[config.mk]
export PLATFORM = sky130hd
export DESIGN_NAME = gpio_pullup_port
export DESIGN_NICKNAME = d
export VERILOG_FILES = /design/src/rtl/gpio_port_pkg.sv /design/src/rtl/gpio_in_sync.sv /design/src/rtl/gpio_regs.sv /design/src/rtl/gpio_pull_ctl.sv /design/src/rtl/gpio_pin0_route.sv /design/src/rtl/gpio_pullup_port.sv
export SDC_FILE = /design/constraint.sdc
export NUM_CORES = 1
export LEC_CHECK = 0
export BUFFER_PORTS_ARGS = -buffer_cell sky130_fd_sc_hd__buf_2
export CAP_MARGIN = 15
export CORE_ASPECT_RATIO = 0.5
export CORE_MARGIN = 1
export CORE_UTILIZATION = 43
export CTS_CLUSTER_DIAMETER = 120
export CTS_CLUSTER_SIZE = 40
export DETAILED_ROUTE_END_ITERATION = 16
export PLACE_DENSITY = 0.74
export SYNTH_ARGS = -nofsm -noshare
export SYNTH_HDL_FRONTEND = slang
export SYNTH_HIERARCHICAL = 1
export SYNTH_SLANG_ARGS = --single-unit
[constraint.sdc]
create_clock -name clk -period 1.15 [get_ports clk]
set_clock_uncertainty 0.05 [all_clocks]
set_input_delay 0.23 -clock clk [delete_from_list [all_inputs] [get_ports clk]]
set_output_delay 0.23 -clock clk [all_outputs]
set_load 0.02 [all_outputs]
[src/rtl/gpio_port_pkg.sv]
package gpio_port_pkg;
   localparam int REG_ADDR_W = 2;

   typedef enum logic [REG_ADDR_W-1:0] {
      REG_DIR  = 2'd0,
      REG_DATA = 2'd1,
      REG_PINS = 2'd2,
      REG_NONE = 2'd3
   } reg_sel_e;
endpackage

[src/rtl/gpio_in_sync.sv]
module gpio_in_sync #(
   parameter int WIDTH  = 8,
   parameter int STAGES = 2
) (
   input  logic             clk,
   input  logic             rst_n,
   input  logic [WIDTH-1:0] async_in,
   output logic [WIDTH-1:0] sync_out
);
   logic [WIDTH-1:0] stage_q [STAGES];

   always_ff @(posedge clk or negedge rst_n) begin
      if (!rst_n) stage_q[0] <= '0;
      else        stage_q[0] <= async_in;
   end

   for (genvar s = 1; s < STAGES; s++) begin : g_stage
      always_ff @(posedge clk or negedge rst_n) begin
         if (!rst_n) stage_q[s] <= '0;
         else        stage_q[s] <= stage_q[s-1];
      end
   end

   assign sync_out = stage_q[STAGES-1];
endmodule

[src/rtl/gpio_regs.sv]
module gpio_regs
   import gpio_port_pkg::*;
#(
   parameter int WIDTH = 8
) (
   input  logic                  clk,
   input  logic                  rst_n,
   input  logic                  wr_en,
   input  logic [REG_ADDR_W-1:0] wr_addr,
   input  logic [WIDTH-1:0]      wr_data,
   input  logic [REG_ADDR_W-1:0] rd_addr,
   input  logic [WIDTH-1:0]      pin_lvl,
   input  logic [WIDTH-1:0]      eff_oe,
   output logic [WIDTH-1:0]      dir_q,
   output logic [WIDTH-1:0]      odr_q,
   output logic [WIDTH-1:0]      rd_data
);
   reg_sel_e         wsel, rsel;
   logic [WIDTH-1:0] pins_view;

   assign wsel = reg_sel_e'(wr_addr);
   assign rsel = reg_sel_e'(rd_addr);

   always_ff @(posedge clk or negedge rst_n) begin
      if (!rst_n) begin
         dir_q <= '0;
         odr_q <= '0;
      end else if (wr_en) begin
         if (wsel == REG_DIR)  dir_q <= wr_data;
         if (wsel == REG_DATA) odr_q <= wr_data;
      end
   end

   assign pins_view = (eff_oe & odr_q) | (~eff_oe & pin_lvl);

   always_comb begin
      unique case (rsel)
         REG_DIR:  rd_data = dir_q;
         REG_DATA: rd_data = odr_q;
         REG_PINS: rd_data = pins_view;
         default:  rd_data = '0;
      endcase
   end
endmodule

[src/rtl/gpio_pull_ctl.sv]
module gpio_pull_ctl #(
   parameter int WIDTH = 8
) (
   input  logic             clk,
   input  logic             rst_n,
   input  logic             hw_stby,
   input  logic             sw_stby,
   input  logic [WIDTH-1:0] dir_q,
   input  logic [WIDTH-1:0] odr_q,
   output logic [WIDTH-1:0] pull_en
);
   logic [WIDTH-1:0] live;
   logic [WIDTH-1:0] held_q;

   assign live = ~dir_q & odr_q;

   always_ff @(posedge clk or negedge rst_n) begin
      if (!rst_n)        held_q <= '0;
      else if (hw_stby)  held_q <= '0;
      else if (!sw_stby) held_q <= live;
   end

   always_comb begin
      if (hw_stby)      pull_en = '0;
      else if (sw_stby) pull_en = held_q;
      else              pull_en = live;
   end
endmodule

[src/rtl/gpio_pin0_route.sv]
module gpio_pin0_route (
   input  logic dir0,
   input  logic odr0,
   input  logic sync0,
   input  logic ser_sel_en,
   input  logic ser_sync_mode,
   input  logic ser_ext_clk,
   input  logic key_mask,
   output logic oe0,
   output logic out0,
   output logic key_pin,
   output logic ser_sel_in
);
   logic claim;

   assign claim      = ser_sel_en & ser_sync_mode & ser_ext_clk;
   assign oe0        = claim ? 1'b0 : dir0;
   assign out0       = claim ? 1'b0 : odr0;
   assign ser_sel_in = claim ? sync0 : 1'b1;
   assign key_pin    = (!key_mask && !dir0) ? sync0 : 1'b1;
endmodule

[src/rtl/gpio_pullup_port.sv]
module gpio_pullup_port
   import gpio_port_pkg::*;
#(
   parameter int WIDTH       = 8,
   parameter int SYNC_STAGES = 2
) (
   input  logic                  clk,
   input  logic                  rst_n,
   input  logic                  hw_stby,
   input  logic                  sw_stby,
   input  logic                  wr_en,
   input  logic [REG_ADDR_W-1:0] wr_addr,
   input  logic [WIDTH-1:0]      wr_data,
   input  logic [REG_ADDR_W-1:0] rd_addr,
   output logic [WIDTH-1:0]      rd_data,
   input  logic [WIDTH-1:0]      pin_in,
   output logic [WIDTH-1:0]      pin_oe,
   output logic [WIDTH-1:0]      pin_out,
   output logic [WIDTH-1:0]      pull_en,
   input  logic                  ser_sel_en,
   input  logic                  ser_sync_mode,
   input  logic                  ser_ext_clk,
   input  logic                  key_mask,
   output logic                  key_pin,
   output logic                  ser_sel_in
);
   localparam int UPPER = WIDTH - 1;

   if (WIDTH < 2) begin : g_bad_width
      $error("gpio_pullup_port: WIDTH must be at least 2");
   end
   if (SYNC_STAGES < 2) begin : g_bad_sync
      $error("gpio_pullup_port: SYNC_STAGES must be at least 2");
   end

   logic [WIDTH-1:0] pin_sync;
   logic [WIDTH-1:0] dir_q, odr_q;
   logic             oe0, out0;

   gpio_in_sync #(.WIDTH(WIDTH), .STAGES(SYNC_STAGES)) i_sync (
      .clk      (clk),
      .rst_n    (rst_n),
      .async_in (pin_in),
      .sync_out (pin_sync)
   );

   gpio_regs #(.WIDTH(WIDTH)) i_regs (
      .clk     (clk),
      .rst_n   (rst_n),
      .wr_en   (wr_en),
      .wr_addr (wr_addr),
      .wr_data (wr_data),
      .rd_addr (rd_addr),
      .pin_lvl (pin_sync),
      .eff_oe  (pin_oe),
      .dir_q   (dir_q),
      .odr_q   (odr_q),
      .rd_data (rd_data)
   );

   gpio_pull_ctl #(.WIDTH(WIDTH)) i_pull (
      .clk     (clk),
      .rst_n   (rst_n),
      .hw_stby (hw_stby),
      .sw_stby (sw_stby),
      .dir_q   (dir_q),
      .odr_q   (odr_q),
      .pull_en (pull_en)
   );

   gpio_pin0_route i_pin0 (
      .dir0          (dir_q[0]),
      .odr0          (odr_q[0]),
      .sync0         (pin_sync[0]),
      .ser_sel_en    (ser_sel_en),
      .ser_sync_mode (ser_sync_mode),
      .ser_ext_clk   (ser_ext_clk),
      .key_mask      (key_mask),
      .oe0           (oe0),
      .out0          (out0),
      .key_pin       (key_pin),
      .ser_sel_in    (ser_sel_in)
   );

   assign pin_oe  = {dir_q[UPPER:1], oe0};
   assign pin_out = {odr_q[UPPER:1], out0};
endmodule

==> flow_summary.toml <==
[global_route]
grt_pass1_wl_um = 6690
gr-usage-all-layers_pct = 22.1
number_of_antenna_violations_at_the_first_check_in_global_routing = 0
grt_overflow = 0
grt_pass1_vias = 1336
grt_max_degree = 41

[die]
dieArea_mm2 = 0.00413
core_mm2 = 0.00357
num_rows = 15
io_pins = 63
die_h_um = 45.9
die_width_um = 89.8
initial_utilization_pct = 46.5

[synth]
ys_seq_area_share_pct = 60.3
synth_area_per_cell_um2 = 13.5
postSynth.asyncResetShare_pct = 100
synth_top_area_share_pct = 60.3
synth-seq-cells = 40
synth.top_cells.by_area = "sky130_fd_sc_hd__dfrtp_1 60%, sky130_fd_sc_hd__mux2_2 11%, sky130_fd_sc_hd__buf_4 4.5%"
post-synth-top-area-cell = "sky130_fd_sc_hd__dfrtp_1"
post-synth-top-count-cell = "sky130_fd_sc_hd__dfrtp_1"
synth_top_flop_cell = "sky130_fd_sc_hd__dfrtp_1"
post_synth_instance_area_mm2 = 0.00166
total_of_warnings_raised_by_yosys = 6
synthDistinctLibCells = 25
number_of_enable_flip_flop_cells_after_synthesis = 0
top_cells_by_instance_count_after_synthesis = "40 x sky130_fd_sc_hd__dfrtp_1, 16 x sky130_fd_sc_hd__mux2_2, 10 x sky130_fd_sc_hd__buf_4"
syn-instance-count = 123
synth_fp_nets = 152

[layout]
post-route-util_pct = 77.4
number_of_inserted_filler_cells_in_the_final_layout = 215
area_growth_from_synthesis_to_final_layout_pct = 66.3
drive_above_1_share_pct = 77.8
design.final.nets = 244
antenna_cells_inserted = 0

[clock_network]
cts_max_level = 2
tritoncts = "done"
clock_tree.buffer_depth = 2
clk_transition_reported_paths_ps = 80
cts_root_buffer = "sky130_fd_sc_hd__clkbuf_8"
clock_sink_count = 40
cts-buffers-inserted = 5
clk-insertion-delay-late_ps = 290

[timing]
worst_pin_slew_ps = 361
max_clock_freq_mhz = 596
timing.final.ws_setup_ps = -528
fin_crit_sh_pct = 146
slew_margin_rel_pct = 75.9
report.final.hold_viol_count = 0
grt_setup_unrepaired = "yes"
post-route-min-period_ps = 1680
timing.final.max_slew_violations = 0
setup_violations = 35

[critical_path]
cp-start-kind = "register"
rrSetupSlack_ps = -50
cp_data_required_time_ps = 870
critPathKind = "reg -> out"
r2r_cells = 3
critical_path.reg2reg.startpoint = "i_regs/dir_q[5]"
path_max_fanout = 2
critical_path_arrival_ps = 1400
worstSetupEndpointType = "primary output"
reg2reg_to = "i_pull/held_q[5]"

[pwr]
p_leak_uw = 0.00130
power_per_cell_area_mw_per_mm2 = 1590
irDropWorstVdd_mv = 0.944
totalPowerFinal_uw = 4380

[placed_design]
buffer_ports.inserted = 62
place_hpwl_um = 2660
place.gp.congestion = 0.768
post-place-ws_ps = -360

[job]
max_cap_viol_count = 0

[min_path]
worst_hold_path.endpoint = "i_regs/odr_q[0]"
worst_hold_path_type = "in -> reg"
min_delay_path_depth = 2
min-delay-start = "wr_data[0]"

[route]
drcViolationCount = 0
dr.first_iter.drc_count = 70
detail-route-antenna-nets = 0
number_of_vias_after_detailed_routing = 1355
total_detailed_routing_wirelength_um = 4240
routed_wire_length_per_instance_um = 15.9
viasPerCell = 5.07
drt_pre_antenna_iters = 4

[outcome]
failed_checks = "negative setup slack"
run_status = "complete, but fails checks"
[kinds of logic (layout without fill, tap and decap cells)]
group	after synthesis	count (layout)	share of synthesized area [%]
buf+inv	20	113	6.94
flops	40	40	60.3
simple gates	15	15	6.49
mux	23	23	15.1
compound gates	25	25	11.2
[worst max-delay path: stages, from the launching register on]
cell and delay (ps):
sky130_fd_sc_hd__dfrtp_2 420, sky130_fd_sc_hd__or3b_4 390, sky130_fd_sc_hd__a21oi_4 150, sky130_fd_sc_hd__buf_6 140
[layer usage]
metal	vias up	routed length, um	track usage [%]
li1	613	-	-
met1	689	1820	28.0
met2	47	2150	38.3
met3	6	231	6.33
met4	0	38	6.56
met5	-	0	0
[stage by stage]
stage	hold WS (ps)	area [um^2]	setup TNS (ps)	std cells
after CTS	124	2680	-7170	262
after global routing	125	2760	-9090	267
after detailed placement	164	2170	-6170	241
after floorplan	-116	1720	-267	123
after global placement	159	2170	-5570	241
final	129	2760	-7840	267
[cells in the final DEF, fill, tap and decap left out]
cell type                        n
sky130_fd_sc_hd__buf_6          45
sky130_fd_sc_hd__buf_2          28
sky130_fd_sc_hd__dfrtp_1        27
sky130_fd_sc_hd__mux2_2         16
sky130_fd_sc_hd__buf_4          13
sky130_fd_sc_hd__dfrtp_2        13
sky130_fd_sc_hd__dlygate4sd3_1   9
sky130_fd_sc_hd__inv_2           7
sky130_fd_sc_hd__a32o_2          7
sky130_fd_sc_hd__o21ai_2         7
sky130_fd_sc_hd__mux2i_2         6
sky130_fd_sc_hd__a22oi_2         6
sky130_fd_sc_hd__clkbuf_8        5
sky130_fd_sc_hd__and2_4          2
sky130_fd_sc_hd__nor2_1          2
sky130_fd_sc_hd__nor2b_1         2
sky130_fd_sc_hd__buf_12          2
sky130_fd_sc_hd__clkbuf_1        1
sky130_fd_sc_hd__clkinv_2        1
sky130_fd_sc_hd__bufinv_16       1
sky130_fd_sc_hd__nand3_1         1
sky130_fd_sc_hd__or2_4           1
sky130_fd_sc_hd__or3_4           1
sky130_fd_sc_hd__nor2b_2         1
sky130_fd_sc_hd__nand2_1         1
sky130_fd_sc_hd__or3b_4          1
sky130_fd_sc_hd__a21oi_4         1
sky130_fd_sc_hd__inv_1           1
sky130_fd_sc_hd__nand2b_2        1
sky130_fd_sc_hd__o21bai_1        1
sky130_fd_sc_hd__a31oi_1         1
sky130_fd_sc_hd__o2bb2ai_2       1
sky130_fd_sc_hd__mux2i_1         1
sky130_fd_sc_hd__a22oi_1         1
sky130_fd_sc_hd__nand3b_2        1
sky130_fd_sc_hd__nor3b_4         1
[worst max-delay path by stage]
stage               startpoint  slack, ps    endpoint
2_1_floorplan  i_regs/dir_q[5]       -180  pull_en[5]
3_3_place_gp           sw_stby       -320  pull_en[3]
3_5_place_dp           sw_stby       -360  pull_en[1]
4_1_cts        i_regs/dir_q[5]       -530  pull_en[5]
5_1_grt        i_regs/dir_q[5]       -570  rd_data[5]
6_report       i_regs/dir_q[5]       -530  pull_en[5]
[repair_timing]
| action | in CTS | in global routing |
|---|---|---|
| endpoints found under the hold margin | 48 | 0 |
| hold buffers | 9 | 0 |
| buffers inserted | 4 | 7 |
| resized for setup | 99 | 16 |
| pin swaps | 12 | 2 |
| setup endpoints to repair | 34 | 34 |
[sequential cells by signal, summed over array words and instances, names as in the netlist]
| name | cells |
|---|---|
| i_regs/odr_q | 8 |
| i_sync/stage_q | 8 |
| i_pull/held_q | 8 |
| i_sync/sync_out | 8 |
| i_regs/dir_q | 8 |
[where the power goes]
group / switching, uW / internal [uW] / total (uW)
Clock: 481 / 644 / 1130
Combinational: 632 / 841 / 1470
Sequential: 201 / 1580 / 1780
[layout make-up]
type / count / area, um^2 / share of cell area, %
clock buffer: 6 / 72.6 / 2.63
clock inverter: 2 / 35.0 / 1.27
inverter: 8 / 30.0 / 1.09
multi-input combinational: 63 / 666 / 24.1
sequential: 40 / 1020 / 36.9
tap: 51 / 63.8 / 2.31
timing repair buffer: 97 / 875 / 31.7
Power figures use the tool's default switching activity.
